File: config.mk
export PLATFORM = sky130hd
export DESIGN_NAME = bbtx_sequencer
export DESIGN_NICKNAME = d
export VERILOG_FILES = /design/src/rtl/bbtx_pkg.sv /design/src/rtl/bbtx_timebase.sv /design/src/rtl/bbtx_bitclk.sv /design/src/rtl/bbtx_ctrl.sv /design/src/rtl/bbtx_sequencer.sv
export SDC_FILE = /design/constraint.sdc
export NUM_CORES = 1
export LEC_CHECK = 0
export ABC_AREA = 1
export BUFFER_PORTS_ARGS = -buffer_cell sky130_fd_sc_hd__buf_2
export CAP_MARGIN = 20
export CELL_PAD_IN_SITES_DETAIL_PLACEMENT = 1
export CELL_PAD_IN_SITES_GLOBAL_PLACEMENT = 1
export CORE_MARGIN = 2
export CORE_UTILIZATION = 44
export CTS_CLUSTER_DIAMETER = 120
export DETAILED_ROUTE_END_ITERATION = 8
export GPL_TIMING_DRIVEN = 0
export HOLD_SLACK_MARGIN = 0.12
export PLACE_DENSITY_LB_ADDON = 0.1
export SLEW_MARGIN = 20
export SYNTH_ARGS = -nofsm -noshare
export SYNTH_HDL_FRONTEND = slang
export SYNTH_HIERARCHICAL = 1
export SYNTH_SLANG_ARGS = --single-unit
File: constraint.sdc
create_clock -name clk -period 2.1 [get_ports clk]
set_clock_uncertainty 0.1 [all_clocks]
set_input_delay 0 -clock clk [delete_from_list [all_inputs] [get_ports clk]]
set_output_delay 0 -clock clk [all_outputs]
set_load 0.03 [all_outputs]
File: src/rtl/bbtx_pkg.sv
`timescale 1ns/1ps
package bbtx_pkg;
  typedef enum logic [1:0] {
    ST_IDLE = 2'd0,
    ST_HDR  = 2'd1,
    ST_DATA = 2'd2,
    ST_TAIL = 2'd3
  } bbtx_state_t;

  function automatic int cnt_width(input int n);
    return (n > 1) ? $clog2(n) : 1;
  endfunction
endpackage

File: src/rtl/bbtx_timebase.sv
`timescale 1ns/1ps
// Chip and symbol pacing: runs only while a packet is active.
module bbtx_timebase #(
  parameter int CHIP_DIV = 8,
  parameter int CHIPS    = 11
) (
  input  logic clk,
  input  logic rst_n,
  input  logic run,
  output logic chip_stb,
  output logic sym_end
);
  localparam int SW = bbtx_pkg::cnt_width(CHIPS);
  localparam logic [SW-1:0] SLAST = SW'(CHIPS - 1);

  logic       chip_tick;
  logic [SW-1:0] ci;

  generate
    if (CHIP_DIV > 1) begin : g_div
      localparam int CW = bbtx_pkg::cnt_width(CHIP_DIV);
      localparam logic [CW-1:0] CLAST = CW'(CHIP_DIV - 1);
      logic [CW-1:0] cc;
      always_ff @(posedge clk) begin
        if (!rst_n || !run) cc <= '0;
        else if (cc == CLAST) cc <= '0;
        else cc <= cc + 1'b1;
      end
      assign chip_tick = run && (cc == CLAST);
    end else begin : g_nodiv
      assign chip_tick = run;
    end
  endgenerate

  always_ff @(posedge clk) begin
    if (!rst_n || !run) ci <= '0;
    else if (chip_tick) ci <= (ci == SLAST) ? '0 : ci + 1'b1;
  end

  assign chip_stb = chip_tick;
  assign sym_end  = chip_tick && (ci == SLAST);
endmodule

File: src/rtl/bbtx_bitclk.sv
`timescale 1ns/1ps
// Payload bit clock and sampler for the data phase.
module bbtx_bitclk #(
  parameter int SYM_CYC = 88
) (
  input  logic       clk,
  input  logic       rst_n,
  input  logic       in_data,
  input  logic [1:0] rate,
  input  logic       edge_sel,
  input  logic       tx_bit,
  output logic       bitclk,
  output logic       data_q
);
  localparam int PW = $clog2(SYM_CYC + 1);

  logic [PW-1:0] period, half, cyc;
  logic          sample;

  assign period = PW'(SYM_CYC) >> rate;
  assign half   = period >> 1;
  assign sample = in_data && (cyc == half - 1'b1);

  always_ff @(posedge clk) begin
    if (!rst_n || !in_data) cyc <= '0;
    else if (cyc == period - 1'b1) cyc <= '0;
    else cyc <= cyc + 1'b1;
  end

  always_ff @(posedge clk) begin
    if (!rst_n) data_q <= 1'b0;
    else if (sample) data_q <= tx_bit;
  end

  assign bitclk = in_data && ((cyc >= half) ^ edge_sel);
endmodule

File: src/rtl/bbtx_ctrl.sv
`timescale 1ns/1ps
// Packet state machine: start on enable rise, stop after enable fall plus tail.
module bbtx_ctrl
  import bbtx_pkg::*;
#(
  parameter int HDR_BITS  = 192,
  parameter int TAIL_SYMS = 3
) (
  input  logic        clk,
  input  logic        rst_n,
  input  logic        tx_en,
  input  logic [1:0]  rate_sel,
  input  logic        edge_sel,
  input  logic        sym_end,
  output bbtx_state_t state,
  output logic [1:0]  rate_q,
  output logic        edge_q,
  output logic        ready
);
  localparam int HW = cnt_width(HDR_BITS);
  localparam int TW = cnt_width(TAIL_SYMS);
  localparam logic [HW-1:0] HLAST = HW'(HDR_BITS - 1);
  localparam logic [TW-1:0] TLAST = TW'(TAIL_SYMS - 1);

  logic          en_q, stop_q;
  logic [HW-1:0] hcnt;
  logic [TW-1:0] tcnt;
  logic          rise, fall;

  assign rise = tx_en && !en_q;
  assign fall = !tx_en && en_q;

  always_ff @(posedge clk) begin
    if (!rst_n) begin
      state  <= ST_IDLE;
      en_q   <= 1'b0;
      stop_q <= 1'b0;
      ready  <= 1'b0;
      rate_q <= '0;
      edge_q <= 1'b0;
      hcnt   <= '0;
      tcnt   <= '0;
    end else begin
      en_q <= tx_en;
      case (state)
        ST_IDLE: if (rise) begin
          state  <= ST_HDR;
          rate_q <= rate_sel;
          edge_q <= edge_sel;
          stop_q <= 1'b0;
          hcnt   <= '0;
        end
        ST_HDR: begin
          if (fall) stop_q <= 1'b1;
          if (sym_end) begin
            if (stop_q) begin
              state <= ST_TAIL;
              tcnt  <= '0;
            end else if (hcnt == HLAST) begin
              state <= ST_DATA;
              ready <= 1'b1;
            end else begin
              hcnt <= hcnt + 1'b1;
            end
          end
        end
        ST_DATA: begin
          if (fall) stop_q <= 1'b1;
          if (sym_end && stop_q) begin
            state <= ST_TAIL;
            tcnt  <= '0;
          end
        end
        ST_TAIL: if (sym_end) begin
          if (tcnt == TLAST) begin
            state <= ST_IDLE;
            ready <= 1'b0;
          end else begin
            tcnt <= tcnt + 1'b1;
          end
        end
        default: state <= ST_IDLE;
      endcase
    end
  end
endmodule

File: src/rtl/bbtx_sequencer.sv
`timescale 1ns/1ps
module bbtx_sequencer
  import bbtx_pkg::*;
#(
  parameter int CHIP_DIV  = 8,
  parameter int CHIPS     = 11,
  parameter int HDR_BITS  = 192,
  parameter int TAIL_SYMS = 3
) (
  input  logic       clk,
  input  logic       rst_n,
  input  logic       tx_en,
  input  logic [1:0] rate_sel,
  input  logic       clk_edge_sel,
  input  logic       tx_bit,
  output logic       bitclk_o,
  output logic       ready_o,
  output logic       chip_stb_o,
  output logic       sym_stb_o,
  output logic       sp_bit_o
);
  localparam int SYM_CYC = CHIP_DIV * CHIPS;

  bbtx_state_t state;
  logic [1:0]  rate_q;
  logic        edge_q, sym_end, data_q;

  bbtx_ctrl #(.HDR_BITS(HDR_BITS), .TAIL_SYMS(TAIL_SYMS)) u_ctrl (
    .clk(clk), .rst_n(rst_n), .tx_en(tx_en), .rate_sel(rate_sel),
    .edge_sel(clk_edge_sel), .sym_end(sym_end), .state(state),
    .rate_q(rate_q), .edge_q(edge_q), .ready(ready_o)
  );

  bbtx_timebase #(.CHIP_DIV(CHIP_DIV), .CHIPS(CHIPS)) u_tb (
    .clk(clk), .rst_n(rst_n), .run(state != ST_IDLE),
    .chip_stb(chip_stb_o), .sym_end(sym_end)
  );

  bbtx_bitclk #(.SYM_CYC(SYM_CYC)) u_bclk (
    .clk(clk), .rst_n(rst_n), .in_data(state == ST_DATA), .rate(rate_q),
    .edge_sel(edge_q), .tx_bit(tx_bit), .bitclk(bitclk_o), .data_q(data_q)
  );

  assign sym_stb_o = sym_end;

  always_comb begin
    case (state)
      ST_HDR:           sp_bit_o = 1'b1;
      ST_DATA, ST_TAIL: sp_bit_o = data_q;
      default:          sp_bit_o = 1'b0;
    endcase
  end
endmodule

==> results.json, run 1 <==
{
  "cap_violations": 0,
  "synth_edf_count": 0,
  "layout-drive-gt1-share_pct": 19.95,
  "setup_slack_ns": -0.1788,
  "pwr_density_cell_nw_per_um2": 942.3,
  "cts_sinks": 33,
  "grt_overflow": 0,
  "leakagePower_nw": 1.280,
  "cp_top_family": "buffers and inverters",
  "netlist_area_um2": 2467,
  "synth_top_area_share_pct": 26.77,
  "io_buffers": 11,
  "critPathCaptureType": "output port",
  "cts_buffers": 5,
  "postLayoutCellArea_um2": 3039,
  "seq_area_frac_synth_pct": 26.77,
  "placed_cell_area_um2": 2613,
  "crit_buf_inv": 4,
  "vias_per_cell": 5.008,
  "grt_max_degree": 11,
  "preCtsSetupSlack_ns": -0.2766,
  "crit_type": "reg -> out",
  "finalSetupViolCount": 1,
  "cts_tree": "yes",
  "yosys-top-cells-count": "104 x nand2_1, 59 x inv_1, 39 x nor2_1",
  "yosys.cell_types.count": 35,
  "multi_input_area_um2": 1677,
  "synth_fp_nets": 403,
  "finalCriticalPeriod_ns": 2.279,
  "synth_top_area_cell": "dfxtp_1",
  "cp_max_fo": 4,
  "ys_top_cells_by_area": "dfxtp_1 27%, nand2_1 16%, ha_1 11%",
  "required_ns": 2.00,
  "core_area_um2": 5473,
  "antenna_found_initial": 0,
  "synth-seq-cells": 33,
  "nets": 439,
  "drc": 0,
  "arrival_ns": 2.18,
  "dr.pass1.iters": 4,
  "relSlewSlack_pct": 79.42,
  "cp_cell_sequence": "clkinvlp_4, buf_6, ha_4, inv_4, ha_4, nand2_2, o21bai_1, nand2_1, nand2_1, nor2_2, a21oi_2, nor2_2, buf_6",
  "cts_root_buf": "clkbuf_8",
  "avgRoutedWirePerCell_um": 14.33,
  "ios": 12,
  "tightest_slew_ns": 0.3068,
  "rows": 27,
  "dp_hpwl_um": 4570,
  "seqCellArea_um2": 669.4,
  "drt_iter0_markers": 75,
  "period_share_pct": 108.5,
  "antenna_left": 0,
  "crit_slowest_cell": "dfxtp_4",
  "dieArea_um2": 6223,
  "yosys_warnings": 6,
  "die_x_um": 78.89,
  "diodes": 0,
  "rsz0062_at_grt": "true",
  "slew_viol_final": 0,
  "floorplan.initialDensity_pct": 45.08,
  "fill_cells": 742,
  "ir_drop_v": 0.0004943,
  "power.total_mw": 2.864,
  "syn_area_per_cell_um2": 6.597,
  "status": "finished with violations",
  "cpPeakStageDelay_ns": 0.38,
  "yosysMostFrequentCell": "nand2_1",
  "globalRouteTotalUtil_pct": 23.78,
  "ctsHtreeMaxLevel": 2,
  "holdCritPathClass": "reg -> reg",
  "synth-main-ff-cell": "dfxtp_1",
  "drt_wl_total_um": 6922,
  "cts_max_path_buffers": 2,
  "fmax_mhz": 438.8,
  "grt_pass1_wl_um": 11780,
  "critPathLaunchType": "register",
  "async_flop_share_pct": 0,
  "hold_viol": 0,
  "clk_pin_slew_worst_paths_ns": 0.07,
  "dieHeight_um": 78.89,
  "area_delta_synth_final_pct": 23.17,
  "insertion_delay_ns": 0.29,
  "syn_inst": 374,
  "grt_pass1_vias": 2530,
  "routed-via-count": 2419,
  "failed_checks": "negative setup slack",
  "gp_congestion": 0.8279
}
## worst paths after layout
check,startpoint,to,slack [ns],depth (start not counted)
worst max-delay path,u_ctrl/rate_q[1],bitclk_o,-0.18,13
worst min-delay path,u_tb/g_div.cc[0],u_tb/g_div.cc[0],0.33,1
worst max register to register,u_ctrl/rate_q[1],u_bclk/data_q,0.09,12
worst min register to register,u_tb/g_div.cc[0],u_tb/g_div.cc[0],0.33,1
## cell type report
type / count / area share (%)
inverters: 63 / 8.316
flip-flops and latches: 33 / 22.03
clock buffers: 7 / 2.841
multi-input cells: 276 / 55.17
repair buffers: 28 / 6.916
clock inverters: 1 / 0.9881
plain buffers: 3 / 0.7822
well taps: 72 / 2.964
## metal layers
| layer | vias to the layer above | wire length [um] | GRT usage (%) |
|---|---|---|---|
| li1 | 1238 | - | - |
| met1 | 1146 | 3091 | 28.72 |
| met2 | 27 | 3596 | 44.36 |
| met5 | - | 0 | 0 |
| met4 | 0 | 88 | 6.207 |
| met3 | 8 | 145 | 2.955 |
## placed cells by master (no fill, tap or decap), drive strengths merged
cell type,count
a21boi,1
a21oi,18
buf,24
bufinv,1
clkbuf,7
clkinv,3
clkinvlp,1
dfxtp,33
dlygate4sd3,7
ha,22
inv,59
nand2,109
nand2b,1
nand3,38
nand3b,4
nand4,4
nor2,48
nor3,2
o21ai,12
o21bai,3
or2,2
xnor2,7
xor2,5
## cell families after synthesis
family / count (synthesis) / synth area share, %
flip-flops: 33 / 26.77
AND/OR/NAND/NOR: 207 / 39.10
adder cells (fa/ha/maj): 22 / 11.16
buffers and inverters: 66 / 10.65
AO/OA/AOI/OAI: 34 / 8.063
XOR/XNOR: 12 / 4.260
## flip-flops by register name, indices dropped and copies added, names as in the netlist
name / cells
u_ctrl/edge_q: 1
u_tb/g_div.cc: 3
u_bclk/cyc: 7
u_ctrl/rate_q: 2
u_bclk/data_q: 1
u_ctrl/stop_q: 1
u_ctrl/tcnt: 2
u_ctrl/ready: 1
u_ctrl/state: 2
u_ctrl/hcnt: 8
u_ctrl/en_q: 1
u_tb/ci: 4
## per-stage QoR
stage          TNS (ns)  utilization (%)  hold slack [ns]  cells
6_report        -0.1788            55.53           0.3250    483
5_1_grt         -0.2916            55.53           0.3470    483
4_1_cts         -0.1410            54.64           0.3268    481
3_5_place_dp     -1.977            47.74           0.1564    457
3_3_place_gp     -1.725            47.74           0.1281    457
2_1_floorplan         0                -        -0.006547    374
## where the power goes
group / total (mW) / switching, mW / internal [mW]
Clock: 0.636 / 0.249 / 0.387
Combinational: 1.47 / 0.921 / 0.548
Sequential: 0.759 / 0.0732 / 0.686
## what timing repair did
action                                  CTS  global route
endpoints found under the setup margin    9            19
hold buffers                              7             0
buffers inserted                          9             1
resized for setup                        29            11
cloned                                    0             1
pin swaps                                13             9
hold endpoints to repair                 21             0
(Power assumes the default switching activity.)
==> run 2: changes to the inputs <==
==> constraint.sdc (replaced) <==
create_clock -name clk -period 2.35 [get_ports clk]
set_clock_uncertainty 0.1 [all_clocks]
set_input_delay 0 -clock clk [delete_from_list [all_inputs] [get_ports clk]]
set_output_delay 0 -clock clk [all_outputs]
set_load 0.03 [all_outputs]
==> results.json, run 2 (same netlist as run 1, synthesis figures left out) <==
{
  "ir_drop_v": 0.0004697,
  "largest_reg_flops": 8,
  "regMostFlops": "u_ctrl/hcnt",
  "postLayoutCellArea_um2": 2939,
  "area_delta_synth_final_pct": 19.12,
  "clk_pin_slew_worst_paths_ns": 0.07,
  "nets": 435,
  "vias_per_cell": 4.877,
  "fill_cells": 762,
  "finalSetupViolCount": 0,
  "avgRoutedWirePerCell_um": 13.20,
  "hold_ws_ns": 0.3234,
  "gp_congestion": 0.8279,
  "seqCellArea_um2": 665.6,
  "required_ns": 2.25,
  "status": "completed",
  "cp_common_cell": "nand2_1",
  "power.total_mw": 2.428,
  "arrival_ns": 2.18,
  "grt_pass1_wl_um": 10760,
  "dieHeight_um": 78.89,
  "grt_overflow": 0,
  "cts_buffers": 5,
  "cap_violations": 0,
  "grt_max_degree": 11,
  "cp_max_fo": 5,
  "drt_iter0_markers": 61,
  "cts_root_buf": "clkbuf_8",
  "crit_type": "reg -> out",
  "globalRouteTotalUtil_pct": 21.49,
  "drt_wl_total_um": 6324,
  "multi_input_area_um2": 1612,
  "fmax_mhz": 438.9,
  "tightest_slew_ns": 0.2989,
  "biggestRegsByFlops": "u_ctrl/hcnt: 8 flops, u_bclk/cyc: 7 flops, u_tb/ci: 4 flops",
  "die_x_um": 78.89,
  "antenna_found_initial": 0,
  "relSlewSlack_pct": 79.95,
  "dieArea_um2": 6223,
  "diodes": 0,
  "leakagePower_nw": 1.267,
  "antenna_left": 0,
  "grt_pass1_vias": 2388,
  "period_share_pct": 96.96,
  "cts_sinks": 33,
  "layout_common_cells": "104 x nand2_1, 55 x inv_1, 37 x nor2_1, 34 x nand3_1, 31 x dfxtp_1",
  "rows": 27,
  "hold_viol": 0,
  "holdCritPathClass": "reg -> reg",
  "cpPeakStageDelay_ns": 0.39,
  "critPathCaptureType": "output port",
  "pwr_density_cell_nw_per_um2": 826.3,
  "slew_viol_final": 0,
  "floorplan.initialDensity_pct": 45.08,
  "tns_ns": 0,
  "dr.pass1.iters": 4,
  "worstHoldStart": "u_tb/g_div.cc[0]",
  "finalCriticalPeriod_ns": 2.279,
  "core_area_um2": 5473,
  "crit_slowest_cell": "dfxtp_4",
  "startpoint": "u_ctrl/rate_q[1]",
  "rr_startpoint": "u_ctrl/state[0]",
  "cp_cell_sequence": "clkinvlp_4, ha_1, inv_1, ha_1, nand2_1, o21bai_1, nand2_1, nand2_1, nor2_2, a21oi_1, nor2_2, buf_6",
  "io_buffers": 11,
  "placed_cell_area_um2": 2613,
  "layout_commonest_cell": "nand2_1",
  "ctsHtreeMaxLevel": 2,
  "cts_tree": "yes",
  "insertion_delay_ns": 0.29,
  "cts_max_path_buffers": 2,
  "ios": 12,
  "routed-via-count": 2336,
  "critPathLaunchType": "register",
  "dp_hpwl_um": 4570,
  "layout-drive-gt1-share_pct": 15.97,
  "drc": 0
}
[run 2: changes by cell type in the layout (fill, tap and decap cells not counted), sizes merged]
cell,delta
nor2,-1
buf,-3
[run 2: final timing paths]
kind / to / slack, ns / cells after the start
setup / recovery: bitclk_o / 0.07 / 12
hold reg to reg: u_tb/g_div.cc[0] / 0.32 / 1
hold / removal: u_tb/g_div.cc[0] / 0.32 / 1
setup reg to reg: u_ctrl/hcnt[0] / 0.25 / 12
[run 2: through the flow]
| stage | utilization [%] | worst slack, ns | cells |
|---|---|---|---|
| 2_1_floorplan | - | 0.2536 | 374 |
| 3_3_place_gp | 47.74 | -0.01602 | 457 |
| 3_5_place_dp | 47.74 | -0.02662 | 457 |
| 4_1_cts | 52.06 | 0.004345 | 476 |
| 5_1_grt | 53.70 | -0.07609 | 479 |
| 6_report | 53.70 | 0.07139 | 479 |
[run 2: final cells by class]
cell class	instances	share of cell area, %
clock inverter	1	1.022
buffer	3	0.8089
multi-input combinational	275	54.83
sequential	33	22.65
tap	72	3.065
clock buffer	7	2.937
inverter	63	8.429
timing repair buffer	25	6.258
[run 2: critical path: cells and delay by family (launching register included)]
kind,cells,cell delay (ns)
DFF,1,0.39
and+or+nand+nor,5,0.45
buffers and inverters,3,0.41
AOI/OAI and AO/OA,2,0.16
adders and majority gates,2,0.47
[run 2: repair_timing]
| item | in CTS | in global routing |
|---|---|---|
| buffers inserted | 4 | 3 |
| resized for setup | 9 | 13 |
| pin swaps | 1 | 3 |
| endpoints found under the hold margin | 21 | 0 |
| hold buffers | 7 | 0 |
| endpoints found under the setup margin | 2 | 1 |
[run 2: routing by layer]
metal  global-route usage [%]  vias up  share of wire (%)  wire length, um
met5                        0        -                  0                0
met4                    6.379        0                1.1               72
met3                    3.182        6                2.0              125
met2                    38.72       19                 50             3161
met1                    26.47     1085                 47             2964
li1                         -     1226                  -                -
[run 2: power breakdown]
part	internal [mW]	switching [mW]	total [mW]
combinational	0.449	0.739	1.19
sequential	0.611	0.0638	0.674
clock	0.346	0.220	0.566
==> run 3: changes to the inputs <==
--- a/config.mk
+++ b/config.mk
@@ -5,13 +5,13 @@
 export SDC_FILE = /design/constraint.sdc
 export NUM_CORES = 1
 export LEC_CHECK = 0
-export ABC_AREA = 1
+export ABC_AREA = 0
 export BUFFER_PORTS_ARGS = -buffer_cell sky130_fd_sc_hd__buf_2
 export CAP_MARGIN = 20
 export CELL_PAD_IN_SITES_DETAIL_PLACEMENT = 1
 export CELL_PAD_IN_SITES_GLOBAL_PLACEMENT = 1
 export CORE_MARGIN = 2
-export CORE_UTILIZATION = 44
+export CORE_UTILIZATION = 47
 export CTS_CLUSTER_DIAMETER = 120
 export DETAILED_ROUTE_END_ITERATION = 8
 export GPL_TIMING_DRIVEN = 0
==> results.json, run 3 <==
{
  "avgRoutedWirePerCell_um": 15.99,
  "ios": 12,
  "async_flop_share_pct": 0,
  "postLayoutCellArea_um2": 2698,
  "ctsHtreeMaxLevel": 2,
  "yosysMostFrequentCell": "dfxtp_1",
  "pwr_density_cell_nw_per_um2": 698.1,
  "grt_overflow": 0,
  "dp_hpwl_um": 3626,
  "vias_per_cell": 5.588,
  "synth_top_area_share_pct": 30.03,
  "regMostFlops": "u_ctrl/hcnt",
  "leakagePower_nw": 0.9926,
  "finalCriticalPeriod_ns": 2.300,
  "layout-drive-gt1-share_pct": 24.28,
  "slew_viol_final": 0,
  "rows": 24,
  "synth_top_area_cell": "dfxtp_1",
  "syn_area_per_cell_um2": 9.089,
  "crit_slowest_cell": "dfxtp_4",
  "critPathLaunchType": "register",
  "cts_sinks": 33,
  "fill_cells": 505,
  "synth_fp_nets": 271,
  "largest_reg_flops": 8,
  "seq_area_frac_synth_pct": 30.03,
  "yosys.cell_types.count": 56,
  "crit_type": "reg -> out",
  "globalRouteTotalUtil_pct": 20.95,
  "grt_pass1_wl_um": 8666,
  "dr.pass1.iters": 4,
  "finalSetupViolCount": 0,
  "layout_common_cells": "26 x dfxtp_1, 16 x ha_1, 14 x nand2_1, 14 x xnor2_1, 14 x nor2_1",
  "relSlewSlack_pct": 64.24,
  "cts_buffers": 5,
  "floorplan.initialDensity_pct": 49.49,
  "cp_cell_sequence": "inv_4, ha_2, inv_1, maj3_1, a22oi_1, o41ai_2, mux2i_1, buf_4",
  "ir_drop_v": 0.0004067,
  "grt_pass1_vias": 1811,
  "cts_root_buf": "clkbuf_8",
  "cts_tree": "yes",
  "tightest_slew_ns": 0.5353,
  "required_ns": 2.25,
  "final_cells": 328,
  "holdCritPathClass": "reg -> reg",
  "area_delta_synth_final_pct": 22.64,
  "antenna_found_initial": 0,
  "insertion_delay_ns": 0.28,
  "cts_max_path_buffers": 2,
  "hold_viol": 0,
  "cp_max_fo": 7,
  "drc": 0,
  "routed-via-count": 1833,
  "period_share_pct": 97.86,
  "placedCellCount": 305,
  "layout_commonest_cell": "dfxtp_1",
  "io_buffers": 11,
  "synth_edf_count": 0,
  "antenna_left": 0,
  "cap_violations": 0,
  "critPathCaptureType": "output port",
  "dieHeight_um": 72.41,
  "status": "completed",
  "diodes": 0,
  "dieArea_um2": 5243,
  "arrival_ns": 2.20,
  "drt_wl_total_um": 5245,
  "hold_ws_ns": 0.3313,
  "gp_congestion": 0.7741,
  "biggestRegsByFlops": "u_ctrl/hcnt: 8 flops, u_bclk/cyc: 7 flops, u_tb/ci: 4 flops",
  "syn_inst": 242,
  "yosys-top-cells-count": "33 x dfxtp_1, 22 x ha_1, 15 x inv_1, 15 x nand2_1, 15 x xnor2_1",
  "clk_pin_slew_worst_paths_ns": 0.07,
  "synth-main-ff-cell": "dfxtp_1",
  "yosys_warnings": 6,
  "drt_iter0_markers": 54,
  "die_x_um": 72.41,
  "synth-seq-cells": 33,
  "netlist_area_um2": 2200,
  "nets": 304,
  "placed_cell_area_um2": 2375,
  "cpPeakStageDelay_ns": 0.40,
  "core_area_um2": 4444,
  "rsz0062_at_grt": "true",
  "ys_top_cells_by_area": "dfxtp_1 30%, ha_1 13%, xnor2_1 6.0%",
  "grt_max_degree": 12,
  "fmax_mhz": 434.9
}
## run 3: cell count changes after synthesis, sizes merged, moves of 5 or more
cell	before	now
mux2i	0	7
a21oi	18	6
nand3	38	12
nand2b	1	6
nand2	109	15
clkbuf	0	5
inv	60	15
nor2	47	14
xnor2	7	15
a31oi	0	10
o21ai	12	6
nor2b	0	6
## run 3: worst max-delay path: cells and delay by family, from the launching register on
family                   cells  cell delay (ns)
AO/OA/AOI/OAI                2             0.31
adder cells (fa/ha/maj)      2             0.74
buffers and inverters        3             0.29
flip-flops                   1             0.40
multiplexers                 1             0.17
## run 3: power by group
group / total [mW] / switching (mW) / internal (mW)
clock: 0.555 / 0.209 / 0.346
combinational: 0.677 / 0.388 / 0.289
sequential: 0.651 / 0.0511 / 0.600
total: 1.88 / 0.648 / 1.24
## run 3: stage by stage
stage / setup TNS, ns / total power [mW] / util [%] / setup slack [ns]
2_1_floorplan: -0.6333 / 1.135 / - / -0.09824
3_3_place_gp: -0.8216 / 1.257 / 53.43 / -0.07833
3_5_place_dp: -1.267 / 1.274 / 53.43 / -0.1171
4_1_cts: -0.05797 / 1.876 / 59.18 / -0.05797
5_1_grt: -0.3733 / 2.008 / 60.70 / -0.06817
6_report: 0 / 1.883 / 60.70 / 0.05040
## run 3: path summary, 6_finish.rpt
kind / cells after the start / startpoint / to / slack [ns]
max: 8 / u_ctrl/rate_q[1] / bitclk_o / 0.05
min reg2reg: 1 / u_tb/g_div.cc[0] / u_tb/g_div.cc[0] / 0.33
max reg2reg: 9 / u_tb/g_div.cc[0] / u_ctrl/hcnt[5] / 0.08
min: 1 / u_tb/g_div.cc[0] / u_tb/g_div.cc[0] / 0.33
## run 3: metal layers
layer	track usage, %	vias up	share of wire [%]
met5	0	-	0
met4	4.527	0	0.78
met3	3.750	4	2.2
met2	35.07	20	47
met1	28.28	883	50
li1	-	926	-
## run 3: layout make-up
| cell class | count | area [um2] | share of cell area [%] |
|---|---|---|---|
| buffer | 8 | 40.04 | 1.484 |
| clock buffer | 7 | 86.33 | 3.200 |
| clock inverter | 1 | 30.03 | 1.113 |
| inverter | 15 | 58.81 | 2.180 |
| multi-input combinational | 185 | 1550 | 57.47 |
| sequential | 33 | 674.4 | 25.00 |
| tap | 52 | 65.06 | 2.412 |
| timing repair buffer | 27 | 192.7 | 7.143 |
## run 3: kinds of logic (layout without fill, tap and decap cells)
kind of cell	Yosys count	after routing	share of synthesized area (%)
muxes	9	9	4.380
buffers and inverters	24	58	4.721
AOI/OAI and AO/OA	43	43	16.44
adders and majority gates	23	23	12.97
xor gates and xnor gates	22	22	8.760
DFF	33	33	30.03
and+or+nand+nor	88	88	22.70
## run 3: timing repair
item / CTS / global route
hold endpoints to repair: 18 / 0
gates resized for setup: 9 / 13
pin swaps: 1 / 13
setup endpoints to repair: 18 / 14
hold buffers: 7 / 0
setup buffers: 3 / 6
